===== config.mk =====
export PLATFORM = sky130hd
export DESIGN_NAME = lof_monitor
export DESIGN_NICKNAME = d
export VERILOG_FILES = /design/src/rtl/lof_monitor.sv
export SDC_FILE = /design/constraint.sdc
export NUM_CORES = 1
export LEC_CHECK = 0
export ABC_AREA = 1
export BUFFER_PORTS_ARGS = -buffer_cell sky130_fd_sc_hd__buf_4
export CAP_MARGIN = 10
export CORE_MARGIN = 2
export CORE_UTILIZATION = 47
export CTS_CLUSTER_DIAMETER = 100
export DETAILED_ROUTE_END_ITERATION = 16
export HOLD_SLACK_MARGIN = 0.12
export PLACE_DENSITY = 0.82
export SKIP_CTS_REPAIR_TIMING = 1
export SYNTH_ARGS = -nofsm -noshare
export SYNTH_HDL_FRONTEND = slang
export SYNTH_SLANG_ARGS = --single-unit
export TNS_END_PERCENT = 20

===== constraint.sdc =====
create_clock -name clk -period 2.7 [get_ports clk]
set_clock_uncertainty 0.2 [all_clocks]
set_input_delay 0 -clock clk [delete_from_list [all_inputs] [get_ports clk]]
set_output_delay 0 -clock clk [all_outputs]
set_load 0.02 [all_outputs]

===== src/rtl/lof_monitor.sv =====
module lof_monitor #(
  parameter int HIST_W   = 6,
  parameter int T1_THR   = 2,
  parameter int E1_RUN   = 3
) (
  input  logic       clk,
  input  logic       rst_n,
  input  logic       frm_valid,
  input  logic       frm_err,
  input  logic       e1_mode,
  input  logic [2:0] crit_sel,
  input  logic       realign,
  output logic       lof,
  output logic       resync_req
);
  localparam int CNT_W = $clog2(HIST_W + 1);

  logic [HIST_W-1:0] hist;
  logic [HIST_W-1:0] hist_nx;
  logic [CNT_W-1:0]  win_len;
  logic [CNT_W-1:0]  err_cnt;
  logic              t1_hit, e1_hit, hit;

  assign hist_nx = {hist[HIST_W-2:0], frm_err};

  always_comb begin
    case (crit_sel)
      3'b001:  win_len = CNT_W'(5);
      3'b010:  win_len = CNT_W'(6);
      default: win_len = CNT_W'(4);
    endcase
  end

  always_comb begin
    err_cnt = '0;
    for (int i = 0; i < HIST_W; i++)
      if (hist_nx[i] && (CNT_W'(i) < win_len))
        err_cnt = err_cnt + CNT_W'(1);
  end

  assign t1_hit = err_cnt >= CNT_W'(T1_THR);
  assign e1_hit = &hist_nx[E1_RUN-1:0];
  assign hit    = e1_mode ? e1_hit : t1_hit;

  always_ff @(posedge clk) begin
    if (!rst_n) begin
      hist       <= '0;
      lof        <= 1'b0;
      resync_req <= 1'b0;
    end else if (realign) begin
      hist       <= '0;
      lof        <= 1'b0;
      resync_req <= 1'b0;
    end else begin
      resync_req <= 1'b0;
      if (frm_valid) begin
        hist <= hist_nx;
        if (hit && !lof) begin
          lof        <= 1'b1;
          resync_req <= 1'b1;
        end
      end
    end
  end
endmodule


======== Word-level counts from Yosys, hierarchy flattened ========
Cells that the tools add are included.
word-level totals
  register bits ........................... 7
  bits in latches ......................... 0
  RAM bits ................................ 0
  memory bits (read-only) ................. 0
  input port bits ......................... 9
  logic and storage cells ................. 40
  memories ................................ 0
operators by class
  $add $sub $neg .......................... 5
  multipliers ............................. 0
  divide/modulo/power cells ............... 0
  $lt $le $gt $ge ......................... 7
  eq/ne operators ......................... 2
  shift operators ......................... 0
  mux-type cells .......................... 9
  bitwise operators ....................... 2
  reductions and logical operators ........ 12
operator list
  kind                   number
  $add A3 B1 Y3 const B  5
  $mux W3                5
  $logic_and A1 B1 Y1    7
  $lt A1 B3 Y1 const A   2
  $lt A2 B3 Y1 const A   2
  $lt A3 B3 Y1 const A   2
  $pmux W2 S2            1
  $eq A3 B1 Y1 const B   1
  $eq A3 B2 Y1 const B   1
  $ge A3 B2 Y1 const B   1
  $mux W1                3
  $reduce_and A3 Y1      1
  $reduce_or A3 Y1       1
  $not A1 Y1             2
  $reduce_and A2 Y1      1
  $reduce_or A2 Y1       1
  $logic_not A1 Y1       1

======== Depth between registers and ports, before layout ========
  depth in word-level cells ............... 19
  mapped depth ............................ 22
  gate-level depth less buffers ........... 22

======== Least setup slack after synthesis ========
No wires, ideal clock.
  path kind ............................... reg2reg
  from .................................... register hist[0]
  to ...................................... register lof
  setup time .............................. 0.114 ns
  data arrival time ....................... 2.466 ns
  path slack .............................. -0.080 ns
  cell stages (with the launch flop) ...... 22
  path through ............................ dfxtp_1 inv_1 ha_1 inv_1 nand2_2 nand2_2 nor2_4 inv_1 nand2_1 inv_1 ha_1 or2_1 and2_1 ha_1 nand4_1 nand4_1 nand2_1 nand2_1 nand2_1 nand3_1 nand2_1 nand2_1
between the ends
  word-level cells in the longest chain between the ends .. 14
  elaborated cells on any way between the ends .. 15
RTL lines
  element                        RTL line  RTL
  start: declaration             18        logic [HIST_W-1:0] hist;
  start signal: assignment       57        hist <= hist_nx;
  $logic_and A1 B1 Y1            37        if (hist_nx[i] && (CNT_W'(i) < win_len))
  $mux W3                        37
  $add A3 B1 Y3                  38        err_cnt = err_cnt + CNT_W'(1);
  $mux W3                        37
  $add A3 B1 Y3                  38
  $mux W3                        37
  $add A3 B1 Y3                  38
  $mux W3                        37
  $add A3 B1 Y3                  38
  $mux W3                        37
  $ge A3 B2 Y1                   41        assign t1_hit = err_cnt >= CNT_W'(T1_THR);
  $mux W1 *                      43        assign hit = e1_mode ? e1_hit : t1_hit;
  $logic_and A1 B1 Y1 *          58        if (hit && !lof) begin
  $reduce_and A2 Y1 (no line) *  --
  end signal: assignment         48        lof <= 1'b0;
  end signal: assignment         52        lof <= 1'b0;
  end signal: assignment         59        lof <= 1'b1;
  end: declaration               13        output logic lof,
Mark *: on every way between the ends. The rest lies on a longest branch, timed or not.
A chain may end at the register's enable or synchronous reset.

======== Worst setup path in the final report ========
Same ends and word-level chain as after synthesis.

==> impl_metrics.csv <==
group,metric,value,unit
run_status,status,"finished with violations",
logic_synthesis,synth_cell_types,22,
routing,avgViaCountPerCell,5.08,
clocking,cts.clk_slew.worst_paths,50,ps
global_routing,grt_first_pass_wirelength,1.92,mm
timing,period_needed,2860,ps
timing,drv_slew,0,
setup_path,worst_ep_arrival_time,2800,ps
placement,dp_hpwl,1.01,mm
setup_path,critPathCaptureType,"flip-flop",
routing,finalWirelength,1.50,mm
placement,gp_congestion,0.746,
logic_synthesis,ys_ff_latch,7,
logic_synthesis,yosys.area.top_type,"dfxtp_1",
layout,design_area,892,um2
global_routing,grt_max_degree,11,
power,vdd_ir_drop_max,0.269,mV
logic_synthesis,ys_warn_count,0,
global_routing,grt_overflow,0,
setup_path,path_max_fanout,4,
logic_synthesis,netlist_area,623,um2
timing,slew_headroom,82.3,%
global_routing,track_usage,18.0,%
layout,n_fill_cell,100,
clocking,clockBufferDepth,2,
setup_path,cp-start-kind,"flip-flop",
logic_synthesis,synth.area.mux_share,0,%
die,fp.dieW,40.4,um
logic_synthesis,yosysMostFrequentCell,"nand2_1",
routing,drtAntennaViolNets,0,
clocking,cts_max_level,1,
die,dieArea,0.00163,mm2
timing,finalSetupViolCount,2,
timing,rsz0062_at_grt,"yes",
clocking,cts_tree,"built",
logic_synthesis,yosysTopAreaCellShare,22.5,%
routing,vias,666,
logic_synthesis,synth_xor_area_share,1.41,%
die,rows,13,
die,start_util,49.1,%
layout,num-nets-final,132,
global_routing,grt_pass1_vias,510,
setup_path,criticalPathCategory,"flip-flop to flip-flop",
logic_synthesis,synth_fa_ha_area_share,12.0,%
logic_synthesis,ys_seq_area_share,22.5,%
setup_path,slowest_delay,360,ps
die,ios,11,
placement,placed_area,753,um2
logic_synthesis,avgSynthCellArea,6.85,um2
layout,multi_input_area,428,um2
logic_synthesis,synth-edff-count,0,
logic_synthesis,synthSimpleGateAreaFrac,38.4,%
timing,fmax,350,MHz
power,cellPowerDensity,330,mW/mm2
timing,tns,-292,ps
logic_synthesis,synth_fp_nets,106,
placement,portBuffers,10,
setup_path,crit_top_cell,"nand2_1",
layout,regArea,141,um2
run_status,failed_checks,"negative setup slack",
setup_path,required,2650,ps
setup_path,crit_chain,"inv_4 -> ha_4 -> inv_2 -> nand2_2 -> nand2_4 -> nand2_1 -> nand3_2 -> nand2_2 -> ha_4 -> or2_1 -> and2_1 -> ha_2 -> nand4_1 -> nand4_1 -> nand2_1 -> nand2_1 -> nand2_1 -> nand3_1 -> nand2_1 -> nand2_1",
layout,drive_gt1_share,38.8,%
clocking,cts_sinks,7,
logic_synthesis,synthCells,91,
clocking,worstSkewPairLatency,250,ps
placement,dp_worst_setup_slack,-155,ps
clocking,numCtsBuffers,3,
routing,wl_per_cell,11.4,um
die,die_h,40.4,um
global_routing,antenna_found_initial,0,
setup_path,crit_slowest_cell,"dfxtp_2",
logic_synthesis,synth_top_family_by_area,"simple AND/OR/NAND/NOR gates",
power,leakagePower,0.452,nW
min_path,hp-class,"input port to flip-flop",
logic_synthesis,yosys-top-cells-count,"nand2_1, inv_1, nand3_1",
timing,worst_slew_pin_slew,266,ps
die,core,0.00127,mm2
power,finalPower,294,uW
logic_synthesis,synthTopCellsByArea,"dfxtp_1, ha_1, nand2_1",
routing,drt_first_pass_iters,4,
flow_run,maxCapViolCount,0,
routing,drt-initial-drc-count,6,
logic_synthesis,synthArstFlopShare,0,%
timing,layout_setup_ws,-155,ps
layout,antenna_cells,0,
logic_synthesis,synth_compound_area_share,10.0,%
timing,period_share,106,%
routing,drc,0,
logic_synthesis,synthFlopType,"dfxtp_1",
layout,syn_to_final_growth,43.2,%
clocking,root_buffer,"clkbuf_4",
timing,finalHoldViolCount,0,
==> final cells by class <==
| class | count | area share (%) |
|---|---|---|
| tap | 15 | 2.10 |
| sequential | 7 | 15.8 |
| inverter | 21 | 10.7 |
| multi-input combinational | 62 | 48.0 |
| timing repair buffer | 22 | 20.5 |
| clock buffer | 4 | 2.95 |
==> layout by cell type (no fill, tap or decap), drive strengths merged <==
master	Yosys	routed
nand3	10	10
o21ai	6	6
and2	1	1
or2	1	1
nand4	2	2
nand2	24	24
ha	6	6
a211oi	1	1
nor2	4	4
nor4	1	1
bufinv	1	1
clkinv	1	1
buf	1	15
clkbuf	0	4
xor2	1	1
dfxtp	7	7
a21oi	5	5
inv	19	19
dlygate4sd3	0	7
==> worst max-delay path: cells and delay by family, from the launching register on <==
kind,cells,cell delay [ps]
AND/OR/NAND/NOR,15,1450
adder cells (fa/ha/maj),3,640
flip-flops,1,360
buffers and inverters,2,100
==> routing by layer <==
metal	track usage [%]	wire length, um	up-vias
met3	3.89	40	3
met4	11.7	29	0
li1	-	-	338
met5	0	0	-
met1	20.1	608	313
met2	30.2	816	12
==> power by group <==
part / switching, mW / total (mW) / internal [mW]
registers: 0.00430 / 0.111 / 0.107
clock network: 0.0383 / 0.0947 / 0.0564
logic: 0.0452 / 0.0882 / 0.0430
total: 0.0878 / 0.294 / 0.206
==> path summary, 6_finish.rpt <==
check	slack (ps)	startpoint	depth (start not counted)	to
worst max-delay path	-160	hist[0]	20	lof
worst max register to register	-160	hist[0]	20	lof
worst min-delay path	90	crit_sel[0]	7	resync_req
worst min register to register	320	hist[0]	2	hist[1]
==> state kept, by name, indices dropped and copies added (netlist names) <==
register,flops
resync_req,1
hist,5
lof,1
==> stage by stage <==
step	util, %	hold slack, ps	std cells
after detailed placement	59.4	54.3	118
after floorplan	-	-42.1	91
final	70.3	90.4	131
after global routing	70.3	147	131
after CTS	61.4	-218	122
after global placement	59.4	40.1	118
==> kinds of logic after synthesis <==
group,after synthesis
buf+inv,22
simple gates,43
flops,7
xor+xnor,1
compound gates,12
fa+ha+maj,6
(Power assumes the default switching activity.)
